`config.mk`:
```
export PLATFORM = sky130hd
export DESIGN_NAME = tile_addr_gen
export DESIGN_NICKNAME = d
export VERILOG_FILES = /design/src/rtl/tile_pkg.sv /design/src/rtl/tile_fmt_geom.sv /design/src/rtl/tile_coord_map.sv /design/src/rtl/tile_stride_calc.sv /design/src/rtl/tile_addr_gen.sv
export SDC_FILE = /design/constraint.sdc
export NUM_CORES = 1
export LEC_CHECK = 0
export BUFFER_PORTS_ARGS = -buffer_cell sky130_fd_sc_hd__buf_2
export CAP_MARGIN = 40
export CORE_AREA = 2 2 126 128
export CTS_BUF_LIST = sky130_fd_sc_hd__clkbuf_16
export DETAILED_ROUTE_END_ITERATION = 8
export DIE_AREA = 0 0 128 130
export GPL_TIMING_DRIVEN = 0
export PLACE_DENSITY = 0.89
export SYNTH_ARGS = -nofsm -noshare
export SYNTH_HDL_FRONTEND = slang
export SYNTH_SLANG_ARGS = --single-unit
```
`constraint.sdc`:
```
create_clock -name clk -period 16.53 [get_ports clk]
set_input_delay 0.8265 -clock clk [delete_from_list [all_inputs] [get_ports clk]]
set_output_delay 0.8265 -clock clk [all_outputs]
set_load 0.03 [all_outputs]
```
`src/rtl/tile_pkg.sv`:
```
package tile_pkg;

    typedef enum logic [1:0] {
        FMT_8  = 2'd0,
        FMT_16 = 2'd1,
        FMT_32 = 2'd2,
        FMT_PG = 2'd3
    } tile_fmt_t;

    typedef struct packed {
        logic swap;
        logic yinv;
        logic xinv;
    } orient_flags_t;

    typedef enum logic [1:0] {
        ST_INIT  = 2'd0,
        ST_IDLE  = 2'd1,
        ST_ISSUE = 2'd2
    } gen_state_t;

    function automatic orient_flags_t decode_orient(input logic [2:0] code);
        orient_flags_t f;
        f.swap = code[2];
        f.yinv = code[1];
        f.xinv = code[0];
        return f;
    endfunction

endpackage

```
`src/rtl/tile_fmt_geom.sv`:
```
module tile_fmt_geom
    import tile_pkg::*;
#(
    parameter int CONT_W_BITS = 14,
    parameter int CONT_H_BITS = 13,
    parameter int SLOT_W_BITS = 6,
    parameter int SLOT_H_BITS = 6,
    parameter int SH_W        = 6
) (
    input  tile_fmt_t       fmt_i,
    output logic [SH_W-1:0] xshift_o,
    output logic [SH_W-1:0] yshift_o,
    output logic [SH_W-1:0] xbits_o,
    output logic [SH_W-1:0] ybits_o,
    output logic [SH_W-1:0] scale_o
);
    localparam logic [SH_W-1:0] CW = SH_W'(CONT_W_BITS);
    localparam logic [SH_W-1:0] CH = SH_W'(CONT_H_BITS);

    always_comb begin
        unique case (fmt_i)
            FMT_8:  begin xshift_o = '0;                  yshift_o = '0;                  end
            FMT_16: begin xshift_o = '0;                  yshift_o = SH_W'(1);            end
            FMT_32: begin xshift_o = SH_W'(1);            yshift_o = SH_W'(1);            end
            default: begin xshift_o = SH_W'(SLOT_W_BITS); yshift_o = SH_W'(SLOT_H_BITS); end
        endcase
        xbits_o = CW - xshift_o;
        ybits_o = CH - yshift_o;
        scale_o = xshift_o + yshift_o;
    end
endmodule

```
`src/rtl/tile_coord_map.sv`:
```
module tile_coord_map
    import tile_pkg::*;
#(
    parameter int COORD_W = 16,
    parameter int ADDR_W  = 32,
    parameter int SH_W    = 6
) (
    input  logic [COORD_W-1:0] x_i,
    input  logic [COORD_W-1:0] y_i,
    input  logic [SH_W-1:0]    xbits_i,
    input  logic [SH_W-1:0]    ybits_i,
    input  logic [SH_W-1:0]    scale_i,
    input  orient_flags_t      flags_i,
    output logic [ADDR_W-1:0]  offset_o,
    output logic               oor_o
);
    logic [ADDR_W-1:0] xmask, ymask;
    logic [ADDR_W-1:0] xe, ye, xm, ym;
    logic [ADDR_W-1:0] packed_off;

    always_comb begin
        xmask      = (ADDR_W'(1) << xbits_i) - ADDR_W'(1);
        ymask      = (ADDR_W'(1) << ybits_i) - ADDR_W'(1);
        xe         = ADDR_W'(x_i);
        ye         = ADDR_W'(y_i);
        oor_o      = (xe > xmask) || (ye > ymask);
        xm         = flags_i.xinv ? (xe ^ xmask) : xe;
        ym         = flags_i.yinv ? (ye ^ ymask) : ye;
        packed_off = flags_i.swap ? ((xm << ybits_i) + ym)
                                  : ((ym << xbits_i) + xm);
        offset_o   = packed_off << scale_i;
    end
endmodule

```
`src/rtl/tile_stride_calc.sv`:
```
module tile_stride_calc #(
    parameter int CONT_W_BITS = 14,
    parameter int CONT_H_BITS = 13,
    parameter int ADDR_W      = 32,
    parameter int SH_W        = 6
) (
    input  logic              swap_i,
    input  logic [SH_W-1:0]   xshift_i,
    input  logic [SH_W-1:0]   yshift_i,
    output logic [ADDR_W-1:0] stride_o
);
    logic [SH_W-1:0] pow;

    always_comb begin
        pow      = swap_i ? (SH_W'(CONT_H_BITS) + xshift_i)
                          : (SH_W'(CONT_W_BITS) + yshift_i);
        stride_o = ADDR_W'(1) << pow;
    end
endmodule

```
`src/rtl/tile_addr_gen.sv`:
```
module tile_addr_gen
    import tile_pkg::*;
#(
    parameter int CONT_W_BITS = 14,
    parameter int CONT_H_BITS = 13,
    parameter int SLOT_W_BITS = 6,
    parameter int SLOT_H_BITS = 6,
    parameter int COORD_W     = 16,
    parameter int ADDR_W      = 32
) (
    input  logic               clk,
    input  logic               rst_n,
    input  logic               in_valid,
    output logic               in_ready,
    input  logic [1:0]         in_fmt,
    input  logic [2:0]         in_orient,
    input  logic [COORD_W-1:0] in_x,
    input  logic [COORD_W-1:0] in_y,
    output logic               out_valid,
    output logic [ADDR_W-1:0]  out_addr,
    output logic [ADDR_W-1:0]  out_stride,
    output logic               out_oor
);
    localparam int SH_W    = $clog2(ADDR_W) + 1;
    localparam int ORI_LSB = ADDR_W - 3;
    localparam int FMT_LSB = ADDR_W - 5;

    gen_state_t        state_q, state_d;
    tile_fmt_t         fmt;
    orient_flags_t     flags;
    logic [SH_W-1:0]   xshift, yshift, xbits, ybits, scale;
    logic [ADDR_W-1:0] offset, stride, addr_d;
    logic              oor;
    logic              accept;

    assign fmt    = tile_fmt_t'(in_fmt);
    assign flags  = decode_orient(in_orient);
    assign accept = in_valid && in_ready;

    tile_fmt_geom #(
        .CONT_W_BITS(CONT_W_BITS), .CONT_H_BITS(CONT_H_BITS),
        .SLOT_W_BITS(SLOT_W_BITS), .SLOT_H_BITS(SLOT_H_BITS), .SH_W(SH_W)
    ) u_geom (
        .fmt_i(fmt), .xshift_o(xshift), .yshift_o(yshift),
        .xbits_o(xbits), .ybits_o(ybits), .scale_o(scale)
    );

    tile_coord_map #(.COORD_W(COORD_W), .ADDR_W(ADDR_W), .SH_W(SH_W)) u_map (
        .x_i(in_x), .y_i(in_y), .xbits_i(xbits), .ybits_i(ybits),
        .scale_i(scale), .flags_i(flags), .offset_o(offset), .oor_o(oor)
    );

    tile_stride_calc #(
        .CONT_W_BITS(CONT_W_BITS), .CONT_H_BITS(CONT_H_BITS),
        .ADDR_W(ADDR_W), .SH_W(SH_W)
    ) u_stride (
        .swap_i(flags.swap), .xshift_i(xshift), .yshift_i(yshift),
        .stride_o(stride)
    );

    always_comb begin
        addr_d = '0;
        if (!oor) begin
            addr_d[FMT_LSB-1:0]       = offset[FMT_LSB-1:0];
            addr_d[ORI_LSB-1:FMT_LSB] = in_fmt;
            addr_d[ADDR_W-1:ORI_LSB]  = in_orient;
        end
    end

    // next-state logic
    always_comb begin
        state_d = state_q;
        unique case (state_q)
            ST_INIT:  state_d = ST_IDLE;
            ST_IDLE:  state_d = accept ? ST_ISSUE : ST_IDLE;
            ST_ISSUE: state_d = accept ? ST_ISSUE : ST_IDLE;
            default:  state_d = ST_INIT;
        endcase
    end

    // state register
    always_ff @(posedge clk) begin
        if (!rst_n) state_q <= ST_INIT;
        else        state_q <= state_d;
    end

    // outputs
    always_ff @(posedge clk) begin
        if (!rst_n) begin
            out_addr   <= '0;
            out_stride <= '0;
            out_oor    <= 1'b0;
        end else if (accept) begin
            out_addr   <= addr_d;
            out_stride <= stride;
            out_oor    <= oor;
        end
    end

    assign in_ready  = (state_q != ST_INIT) && rst_n;
    assign out_valid = (state_q == ST_ISSUE);
endmodule

```
==> out/metrics.cfg <==
[status]
status = complete, no violations

[route]
avgViaCountPerCell = 6.76
dr.pass1.iters = 6
wl_per_cell_um = 22.5
vias = 10500
drc = 0
routed_wl_um = 34900
drtAntennaViolNets = 0
dr.first_iter.drc_count = 1358

[die]
rows = 46
die_h_um = 130
pin_count = 107
core_area_um2 = 15400
start_util_pct = 58.6
die_area_um2 = 16600
die_w_um = 128

[sta]
finalHoldViolCount = 0
worst_clock_skew_ns = 0.00277
max_freq_mhz = 115
fin_crit_ns = 8.72
tightestPinTransition_ns = 0.939
drv_slew = 0
timing.final.crit_share_pct = 52.7
slew_headroom_pct = 37.4
finalSetupViolations = 0
rsz0062_at_grt = no
tns_ns = 0

[clock_tree]
cts-resized-gates = 0
clock-sinks = 67
cts_buffers = 9
insertion_delay_ns = 0.33
cts_hold_buf = 0
htreeDepth = 3
cts_setup_buffers = 0
clockRootBuffer = clkbuf_16
cts_buffer_depth = 2
cts_tree = done
cts.clk_slew.worst_paths_ns = 0.06

[synth]
syn_avg_cell_area_um2 = 7.33
synth_top_area_cell = dfxtp_1
netlist_area_um2 = 9040
async_reset_ff_share_pct = 0
synth_edf_count = 0
yosysWarnings = 0
ys_types = 89
synth.most_common_cell = nand2_1
synthTopCellsByCount = nand2_1 (131), nor2_1 (103), a21oi_1 (75), clkbuf_1 (74)
synth_top_area_share_pct = 14.8
syn-instance-count = 1234
synthTopCellsByArea = dfxtp_1 (15%), ha_1 (9.3%), nand2_1 (5.4%)
synth_ff_type = dfxtp_1
ys_seq_area_share_pct = 14.8
ys_ff_latch = 67

[layout]
syn_to_final_growth_pct = 11.8
diodes = 0
seqCellArea_um2 = 1340
fillCellCount = 1395
final_nets = 1464
drive_gt1_share_pct = 13.0
multi_input_area_um2 = 7230
fin_area_um2 = 10100

[worst_setup_path]
start_kind = input pin
critPathMaxFanout = 14
cp.required_ns = 16.75
r2r_slack_ns = 13.50
crit_path_end_kind = flop
critPathKind = in2reg
crit_arrival_ns = 8.93

[place]
port_buffers = 101
place_congestion = 1.06
hpwl_um = 27700
place_area_um2 = 9820

[pwr]
power.density_nw_per_um2 = 76.5
peakVddDrop_v = 0.0000585
total_leakage_power_nw = 4.50
total_power_mw = 0.773

[grt]
grt_pass1_vias = 9790
grt_pass1_wl_um = 53100
grt_use_total_pct = 41.0
antenna_found_initial = 0
overflow = 0
grt_start_max_net_pins = 15

[run]
max_cap_violations = 0

[min_path]
hold_class = reg2reg

-- where the power goes --
part | total (mW) | switching [mW] | internal, mW
Combinational | 0.434 | 0.277 | 0.157
Clock | 0.175 | 0.0728 | 0.102
Sequential | 0.164 | 0.00104 | 0.163
Total | 0.773 | 0.350 | 0.423
-- metrics by stage --
step                      hold WS, ns  util (%)  worst slack, ns  cells
after floorplan                 0.550         -             9.37   1243
final                           0.463      65.5             7.81   1554
after CTS                       0.463      65.5             8.01   1553
after detailed placement        0.448      63.7             7.69   1537
after global routing            0.483      65.5             7.40   1554
after global placement          0.441      63.7             7.68   1536
-- sequential cells by signal, summed over array words and instances (netlist names) --
name        cells
out_stride     32
out_addr       32
out_oor         1
state_q         2
-- critical path, stage by stage --
cell	delay, ns
buf_2	0.14
ha_1	0.43
clkbuf_1	0.33
inv_2	0.10
clkbuf_1	0.44
clkbuf_1	0.44
clkbuf_1	0.46
ha_1	0.29
buf_2	0.22
buf_1	0.40
clkbuf_1	0.47
clkbuf_1	0.50
mux2i_1	0.31
mux2i_1	0.15
mux2_2	0.31
ha_1	0.29
clkbuf_1	0.24
a21o_1	0.26
a21o_1	0.19
a21o_1	0.21
a21o_1	0.19
a21oi_1	0.15
o21bai_1	0.10
a2111o_1	0.39
and3_1	0.24
mux4_2	0.48
a221o_1	0.35
-- layout make-up --
type	instances	area share, %
multi-input combinational	1048	71.5
inverter	35	1.30
tap	192	2.38
clock buffer	9	2.23
sequential	67	13.3
clock inverter	7	0.495
buffer	93	3.68
timing repair buffer	103	5.10
-- metal layers --
layer	wire, um	track usage (%)	up-vias
met2	15500	66.4	712
met3	4240	9.18	143
met5	0	0	-
li1	-	-	4773
met4	1610	19.8	0
met1	13500	51.8	4870
-- layout by cell type, fill, tap and decap left out, drive strengths merged, types with 27 or more instances in the layout --
| cell | n |
|---|---|
| a21o | 29 |
| a21oi | 75 |
| a22oi | 28 |
| and3 | 31 |
| buf | 122 |
| clkbuf | 83 |
| dfxtp | 67 |
| ha | 67 |
| inv | 39 |
| mux2i | 50 |
| nand2 | 131 |
| nand3 | 27 |
| nor2 | 104 |
| nor2b | 37 |
| o21ai | 75 |
| xnor2 | 46 |
-- cells by family after synthesis --
kind of cell,count (synthesis),share of synthesized area (%)
XOR/XNOR,68,6.67
flip-flops,67,14.8
buffers and inverters,128,5.56
multiplexers,83,10.6
AO/OA/AOI/OAI,377,29.0
other,1,0.0415
AND/OR/NAND/NOR,443,24.0
adder cells (fa/ha/maj),67,9.27
-- final timing paths --
path             startpoint        endpoint  cells after the start
max               in_fmt[0]    out_addr[24]                     27
min          out_stride[23]  out_stride[23]                      2
max reg2reg      state_q[1]    out_addr[22]                      9
min reg2reg  out_stride[23]  out_stride[23]                      2
No activity file was read; power rests on OpenSTA's default activity.
